<file path="src/rtl/mm_pkg.sv">
package mm_pkg;
  typedef enum logic [1:0] {
    MODE_CTRL = 2'd0,
    MODE_PRE  = 2'd1,
    MODE_POST = 2'd2
  } mm_mode_e;

  typedef enum logic [1:0] {
    S_IDLE,
    S_XFER,
    S_WB,
    S_FIN
  } mm_state_e;
endpackage

</file>
<file path="src/rtl/mm_first_set.sv">
module mm_first_set #(
  parameter int N = 16,
  localparam int IW = $clog2(N)
) (
  input  logic [N-1:0]  vec_i,
  output logic [IW-1:0] idx_o,
  output logic          last_o
);
  always_comb begin
    idx_o = '0;
    for (int i = N - 1; i >= 0; i--) begin
      if (vec_i[i]) idx_o = IW'(i);
    end
  end

  // at most one bit left
  assign last_o = (vec_i & (vec_i - N'(1))) == '0;
endmodule

</file>
<file path="src/rtl/mm_addr_step.sv">
module mm_addr_step #(
  parameter int AW = 32
) (
  input  logic [AW-1:0] addr_i,
  input  logic          long_i,
  input  logic          down_i,
  output logic [AW-1:0] addr_o
);
  logic [AW-1:0] len;
  assign len    = long_i ? AW'(4) : AW'(2);
  assign addr_o = down_i ? addr_i - len : addr_i + len;
endmodule

</file>
<file path="src/rtl/mm_seq.sv">
module mm_seq
  import mm_pkg::*;
#(
  parameter int N_REGS = 16,
  parameter int XLEN   = 32,
  localparam int IW    = $clog2(N_REGS),
  localparam int AIW   = IW - 1
) (
  input  logic            clk_i,
  input  logic            rst_ni,
  input  logic            start_i,
  input  logic [N_REGS-1:0] mask_i,
  input  logic            size_long_i,
  input  logic [1:0]      mode_i,
  input  logic            to_mem_i,
  input  logic [XLEN-1:0] base_addr_i,
  input  logic [AIW-1:0]  addr_reg_i,
  output logic            mem_req_o,
  output logic            mem_we_o,
  output logic [XLEN-1:0] mem_addr_o,
  output logic [XLEN-1:0] mem_wdata_o,
  input  logic [XLEN-1:0] mem_rdata_i,
  input  logic            mem_ready_i,
  output logic [IW-1:0]   rf_raddr_o,
  input  logic [XLEN-1:0] rf_rdata_i,
  output logic            rf_we_o,
  output logic [IW-1:0]   rf_waddr_o,
  output logic [XLEN-1:0] rf_wdata_o,
  output logic            done_o,
  output logic            err_o
);
  mm_state_e        state_q;
  mm_mode_e         mode_q;
  logic             long_q, to_mem_q, self_q, err_q;
  logic [AIW-1:0]   an_q;
  logic [N_REGS-1:0] pend_q;
  logic [XLEN-1:0]  addr_q, first_q, last_q, self_val_q;

  logic [IW-1:0]    pos, cur_reg, an_reg;
  logic             is_last, hs, illegal, is_pre;
  logic [XLEN-1:0]  base_dec, addr_next, self_plus, ext_rdata, st_src;

  mm_first_set #(.N(N_REGS)) u_first (
    .vec_i (pend_q),
    .idx_o (pos),
    .last_o(is_last)
  );

  mm_addr_step #(.AW(XLEN)) u_base_dec (
    .addr_i(base_addr_i), .long_i(size_long_i), .down_i(1'b1), .addr_o(base_dec)
  );
  mm_addr_step #(.AW(XLEN)) u_step (
    .addr_i(addr_q), .long_i(long_q), .down_i(is_pre), .addr_o(addr_next)
  );
  mm_addr_step #(.AW(XLEN)) u_self (
    .addr_i(self_val_q), .long_i(long_q), .down_i(1'b0), .addr_o(self_plus)
  );

  assign is_pre  = mode_q == MODE_PRE;
  assign cur_reg = is_pre ? IW'(N_REGS - 1) - pos : pos;
  assign an_reg  = {1'b1, an_q};
  assign hs      = (state_q == S_XFER) && mem_ready_i;
  assign illegal = (mode_i == 2'd3) ||
                   (mode_i == MODE_PRE && !to_mem_i) ||
                   (mode_i == MODE_POST && to_mem_i);

  assign ext_rdata = long_q ? mem_rdata_i
                            : {{(XLEN-16){mem_rdata_i[15]}}, mem_rdata_i[15:0]};
  // predecrement self-store sends the once-decremented address
  assign st_src    = (is_pre && cur_reg == an_reg) ? first_q : rf_rdata_i;

  always_ff @(posedge clk_i or negedge rst_ni) begin
    if (!rst_ni) begin
      state_q    <= S_IDLE;
      mode_q     <= MODE_CTRL;
      long_q     <= 1'b0;
      to_mem_q   <= 1'b0;
      self_q     <= 1'b0;
      err_q      <= 1'b0;
      an_q       <= '0;
      pend_q     <= '0;
      addr_q     <= '0;
      first_q    <= '0;
      last_q     <= '0;
      self_val_q <= '0;
    end else begin
      unique case (state_q)
        S_IDLE: if (start_i) begin
          mode_q   <= mm_mode_e'(mode_i);
          long_q   <= size_long_i;
          to_mem_q <= to_mem_i;
          an_q     <= addr_reg_i;
          pend_q   <= mask_i;
          self_q   <= 1'b0;
          first_q  <= base_dec;
          addr_q   <= (mode_i == MODE_PRE) ? base_dec : base_addr_i;
          err_q    <= illegal;
          state_q  <= (illegal || mask_i == '0) ? S_FIN : S_XFER;
        end
        S_XFER: if (mem_ready_i) begin
          pend_q[pos] <= 1'b0;
          addr_q      <= addr_next;
          last_q      <= addr_q;
          if (mode_q == MODE_POST && cur_reg == an_reg) begin
            self_q     <= 1'b1;
            self_val_q <= ext_rdata;
          end
          if (is_last) state_q <= (mode_q == MODE_CTRL) ? S_FIN : S_WB;
        end
        S_WB:    state_q <= S_FIN;
        default: state_q <= S_IDLE;
      endcase
    end
  end

  assign mem_req_o   = state_q == S_XFER;
  assign mem_we_o    = to_mem_q;
  assign mem_addr_o  = addr_q;
  assign mem_wdata_o = long_q ? st_src : {{(XLEN-16){1'b0}}, st_src[15:0]};
  assign rf_raddr_o  = cur_reg;
  assign rf_we_o     = (hs && !to_mem_q) || state_q == S_WB;
  assign rf_waddr_o  = (state_q == S_WB) ? an_reg : cur_reg;
  assign rf_wdata_o  = (state_q != S_WB) ? ext_rdata :
                       is_pre            ? last_q :
                       self_q            ? self_plus : addr_q;
  assign done_o      = state_q == S_FIN;
  assign err_o       = done_o && err_q;


  hold_req_chk: assert property (@(posedge clk_i) disable iff (!rst_ni)
    mem_req_o && !mem_ready_i |=> mem_req_o && $stable(mem_addr_o) && $stable(mem_we_o));


  done_pulse_chk: assert property (@(posedge clk_i) disable iff (!rst_ni)
    done_o |=> !done_o);


  err_no_access_chk: assert property (@(posedge clk_i) disable iff (!rst_ni)
    err_o |-> !mem_req_o && !$past(mem_req_o));


  one_bit_per_xfer_chk: assert property (@(posedge clk_i) disable iff (!rst_ni)
    hs |=> $countones(pend_q) == $countones($past(pend_q)) - 1);


  pre_step_chk: assert property (@(posedge clk_i) disable iff (!rst_ni)
    hs && is_pre && !is_last |=>
      XLEN'($past(mem_addr_o) - mem_addr_o) == (long_q ? XLEN'(4) : XLEN'(2)));
endmodule

</file>
<file path="config.mk">
export PLATFORM = sky130hd
export DESIGN_NAME = mm_seq
export DESIGN_NICKNAME = d
export VERILOG_FILES = /design/src/rtl/mm_pkg.sv /design/src/rtl/mm_first_set.sv /design/src/rtl/mm_addr_step.sv /design/src/rtl/mm_seq.sv
export SDC_FILE = /design/constraint.sdc
export NUM_CORES = 1
export LEC_CHECK = 0
export BUFFER_PORTS_ARGS = -buffer_cell sky130_fd_sc_hd__buf_2
export CAP_MARGIN = 10
export CORE_ASPECT_RATIO = 0.8
export CORE_MARGIN = 4
export CORE_UTILIZATION = 50
export CTS_CLUSTER_SIZE = 20
export DETAILED_ROUTE_END_ITERATION = 12
export MAX_ROUTING_LAYER = met4
export PLACE_DENSITY = 0.74
export SLEW_MARGIN = 10
export SYNTH_ARGS = -nofsm -noshare
export SYNTH_HDL_FRONTEND = slang
export SYNTH_SLANG_ARGS = --single-unit
export TNS_END_PERCENT = 50
</file>
<file path="constraint.sdc">
create_clock -name clk_i -period 4.5 [get_ports clk_i]
set_input_delay 0.675 -clock clk_i [delete_from_list [all_inputs] [get_ports clk_i]]
set_output_delay 0.675 -clock clk_i [all_outputs]
set_load 0.02 [all_outputs]
</file>
==> results.env <==
CP-START-KIND='flop'
NETLIST-CELL-TYPE-COUNT=72
MAXCAPVIOLATIONS=0
FINAL-MAX-SLEW-VIOLATION-COUNT=0
YS_TOP_CELLS_BY_COUNT='nand2_1 (194), dfrtp_1 (155), nor2_1 (130), o21ai_0 (124), a21oi_1 (112)'
LAYOUT-DRIVE-GT1-SHARE_PCT=26.2
INSERTION_DELAY_NS=0.43
ASYNCSETRESETFLOPFRACSYNTH_PCT=100
FINAL_CELL_COUNT_NO_FILL=1882
YOSYSMOSTFREQUENTCELL='nand2_1'
TIMING.REG2REG.WORST_PATH_DEPTH=13
AVGROUTEDWIREPERCELL_UM=18.8
CTS_ROOT_BUFFER='clkbuf_16'
NUMBER_OF_DESIGN_RULE_VIOLATIONS_LEFT_AFTER_DETAIL_ROUTING=0
NETLIST_INSTANCES=1369
ANTENNA_FOUND_INITIAL=0
SYNTH.FF_LATCH_COUNT=155
CTS_BUFFERS=17
SYNTH_AREA_LEADER_CELL='dfrtp_1'
TIMING.CRITICAL_PATH.ARRIVAL_NS=3.61
TOTAL_NEGATIVE_SLACK_NS=0
CLOCK.FMAX_MHz=234
CORE_UM2=22400
DRTANTENNAVIOLNETS=0
CTS_HOLD_REPAIR.BUFFERS=0
CTSLONGESTPATHBUFFERS=2
FINCLKSKEW_NS=0.0100
PEAKVDDDROP_mV=0.481
WORST_SLEW_MARGIN_REL_PCT=22.3
POSTSYNTHAREAPERCELL_UM2=8.34
TIMING.FINAL.CRIT_PERIOD_NS=4.28
DP.CELLS=1850
CRITPATHREQUIREDTIME_NS=3.83
ROUTED_VIA_COUNT=10900
SYNTH_TOP_AREA_SHARE_PCT=34.0
REGTOREGSTARTPOINT='mode_q[1]'
NETLIST_AREA_BEFORE_PLACEMENT_UM2=11400
FIRST_GLOBAL_VIAS=10200
YOSYS_MOST_USED_DFF='dfrtp_1'
DIEWIDTH_UM=177
WORSTMARGINPINSLEW_NS=1.17
LEAKAGEPOWER_nW=6.13
WIRE_LENGTH_OF_THE_FIRST_GLOBAL_ROUTING_PASS_UM=56100
TOTAL_SETUP_VIOLATIONS_REPORTED_AT_THE_END_OF_THE_FLOW=0
OUTCOME='finished clean'
YOSYSSEQAREASHARE_PCT=34.0
GRT_START_MAX_NET_PINS=102
ROUTE.FINAL.WIRE_LENGTH_UM=35400
CLOCK-SINKS=155
GP_CONGESTION=0.977
REG2REG_TO='mem_addr_o[31]'
WORST_HOLD_CHECK_PATH_TYPE='in -> async'
GLOBALROUTE.TOTALOVERFLOW=0
H-TREE-DEPTH=4
BIGGEST_AREA_CONTRIBUTORS_IN_THE_SYNTHESIZED_NETLIST='dfrtp_1 (34%), mux2_2 (9.2%), nand2_1 (6.4%)'
FP.DIEH_UM=143
PIN_COUNT=232
AVGVIACOUNTPERCELL=5.80
CORE.ROWCOUNT=49
DETAIL_ROUTE.ITER0.VIOLATIONS=1235
POWER_DENSITY_nW_PER_UM2=808
PLACE.DETAILED.HPWL_UM=26400
AREA_GROWTH_SYN_TO_LAYOUT_PCT=17.9
FINAL-HOLD-VIOLATION-COUNT=0
FIN_NETS=1727
NFILLCELLS=2013
FINAL_MIN_PERIOD_OVER_CLOCK_PERIOD_PCT=95.1
WORST_PATH_FANOUT_MAX=6
PLACE.PORT_BUFFERS=231
CLKTRANSATPATHREGS_NS=0.07
CTS_TREE='yes'
YOSYSWARNINGS=0
FP.DIEAREA_UM2=25300
SETUP.REG_TO_REG.WORST_SLACK_NS=0.80
SYNTH.NET_COUNT=1533
FINAL_DESIGN_AREA_NO_FILL_UM2=13500
INITIAL_CORE_UTIL_PCT=50.9
TIMING.SETUP.CRITICAL_PATH_CLASS='reg -> out'
GLOBAL_ROUTE.USAGE.TOTAL_PCT=28.7
FINALPOWER_mW=10.9
SYNTH-EDFF-COUNT=0
DRT_PASS1_ITERATIONS=6
DETAILED_PLACE.AREA_UM2=12800
CP-END-KIND='primary output'
ANTENNADIODECOUNT=0
worst max-delay path by stage:
stage | startpoint | to | slack (ns) | cells past startpoint
after floorplan | mode_q[1] | mem_addr_o[31] | 0.48 | 14
after global placement | long_q | rf_wdata_o[31] | 0.54 | 14
after detailed placement | long_q | rf_wdata_o[31] | 0.45 | 14
after CTS | long_q | rf_wdata_o[31] | 0.02 | 14
after global routing | long_q | rf_wdata_o[29] | -0.007 | 14
final | long_q | rf_wdata_o[31] | 0.22 | 14
metal layers:
| metal | part of all wire [%] | global-route usage (%) | up-vias |
|---|---|---|---|
| met4 | 0.91 | 5.05 | 0 |
| met3 | 10 | 7.54 | 28 |
| met2 | 40 | 38.6 | 541 |
| met5 | 0 | - | - |
| li1 | - | - | 5263 |
| met1 | 48 | 43.6 | 5085 |
registers in the layout (all words and copies together) (netlist names), 2 cells and up:
| signal | count |
|---|---|
| first_q | 32 |
| last_q | 32 |
| mem_addr_o | 32 |
| self_val_q | 32 |
| pend_q | 16 |
| an_q | 3 |
| mode_q | 2 |
| state_q | 2 |
final cells by class:
type	count	area [um2]	area share, %
multi-input cells	1111	7170	53.3
flip-flops and latches	155	3880	28.8
repair buffers	249	1300	9.69
clock buffers	20	447	3.32
well taps	306	383	2.84
clock inverters	12	164	1.22
inverters	29	109	0.809
critical path: stages, from the launching register on:
cell      delay, ns
dfrtp_2        0.43
inv_2          0.11
ha_1           0.18
inv_1          0.06
fa_1           0.41
nand2b_1       0.18
or4_4          0.48
nor2_4         0.15
and4_2         0.29
nand3_1        0.11
xor2_1         0.15
a211oi_1       0.22
a21oi_1        0.07
a21oi_1        0.16
buf_2          0.18
power breakdown:
group | leakage, nW | internal [mW] | switching [mW]
clock network | 0.301 | 0.898 | 0.627
registers | 1.99 | 1.99 | 0.754
logic | 3.84 | 2.48 | 4.13
metrics by stage:
stage	hold WS (ns)	utilization (%)	setup slack, ns
2_1_floorplan	0.379	-	0.484
3_3_place_gp	0.463	57.1	0.542
3_5_place_dp	0.469	57.1	0.448
4_1_cts	0.402	59.9	0.0232
5_1_grt	0.444	60.0	-0.00737
6_report	0.364	60.0	0.218
logic make-up after synthesis:
logic type               synth area share [%]
buffers and inverters                    3.58
XOR/XNOR                                 8.21
adder cells (fa/ha/maj)                  4.62
AND/OR/NAND/NOR                          20.9
multiplexers                             10.1
flip-flops                               34.0
AO/OA/AOI/OAI                            18.6
repair_timing:
| action | CTS | global route |
|---|---|---|
| buffers inserted | 0 | 0 |
| hold endpoints to repair | 0 | 0 |
| resized for setup | 1 | 7 |
| setup endpoints to repair | 5 | 23 |
layout by cell type (no fill, tap or decap), drive strengths merged, types with 11 or more instances in the layout:
master and instances:
buf 249, mux2i 11, nand3 34, a21o 14, a211oi 29, nand2b 11, xnor2 54, nand2 195
inv 33, nor2 131, ha 39, a21oi 113, clkbuf 20, nand4 12, a22o 12, o21ai 134
dfrtp 155, mux2 93, xor2 53, or3 17, nor4 13, nor3 36
Note: power is estimated with default switching activity, not from simulation.
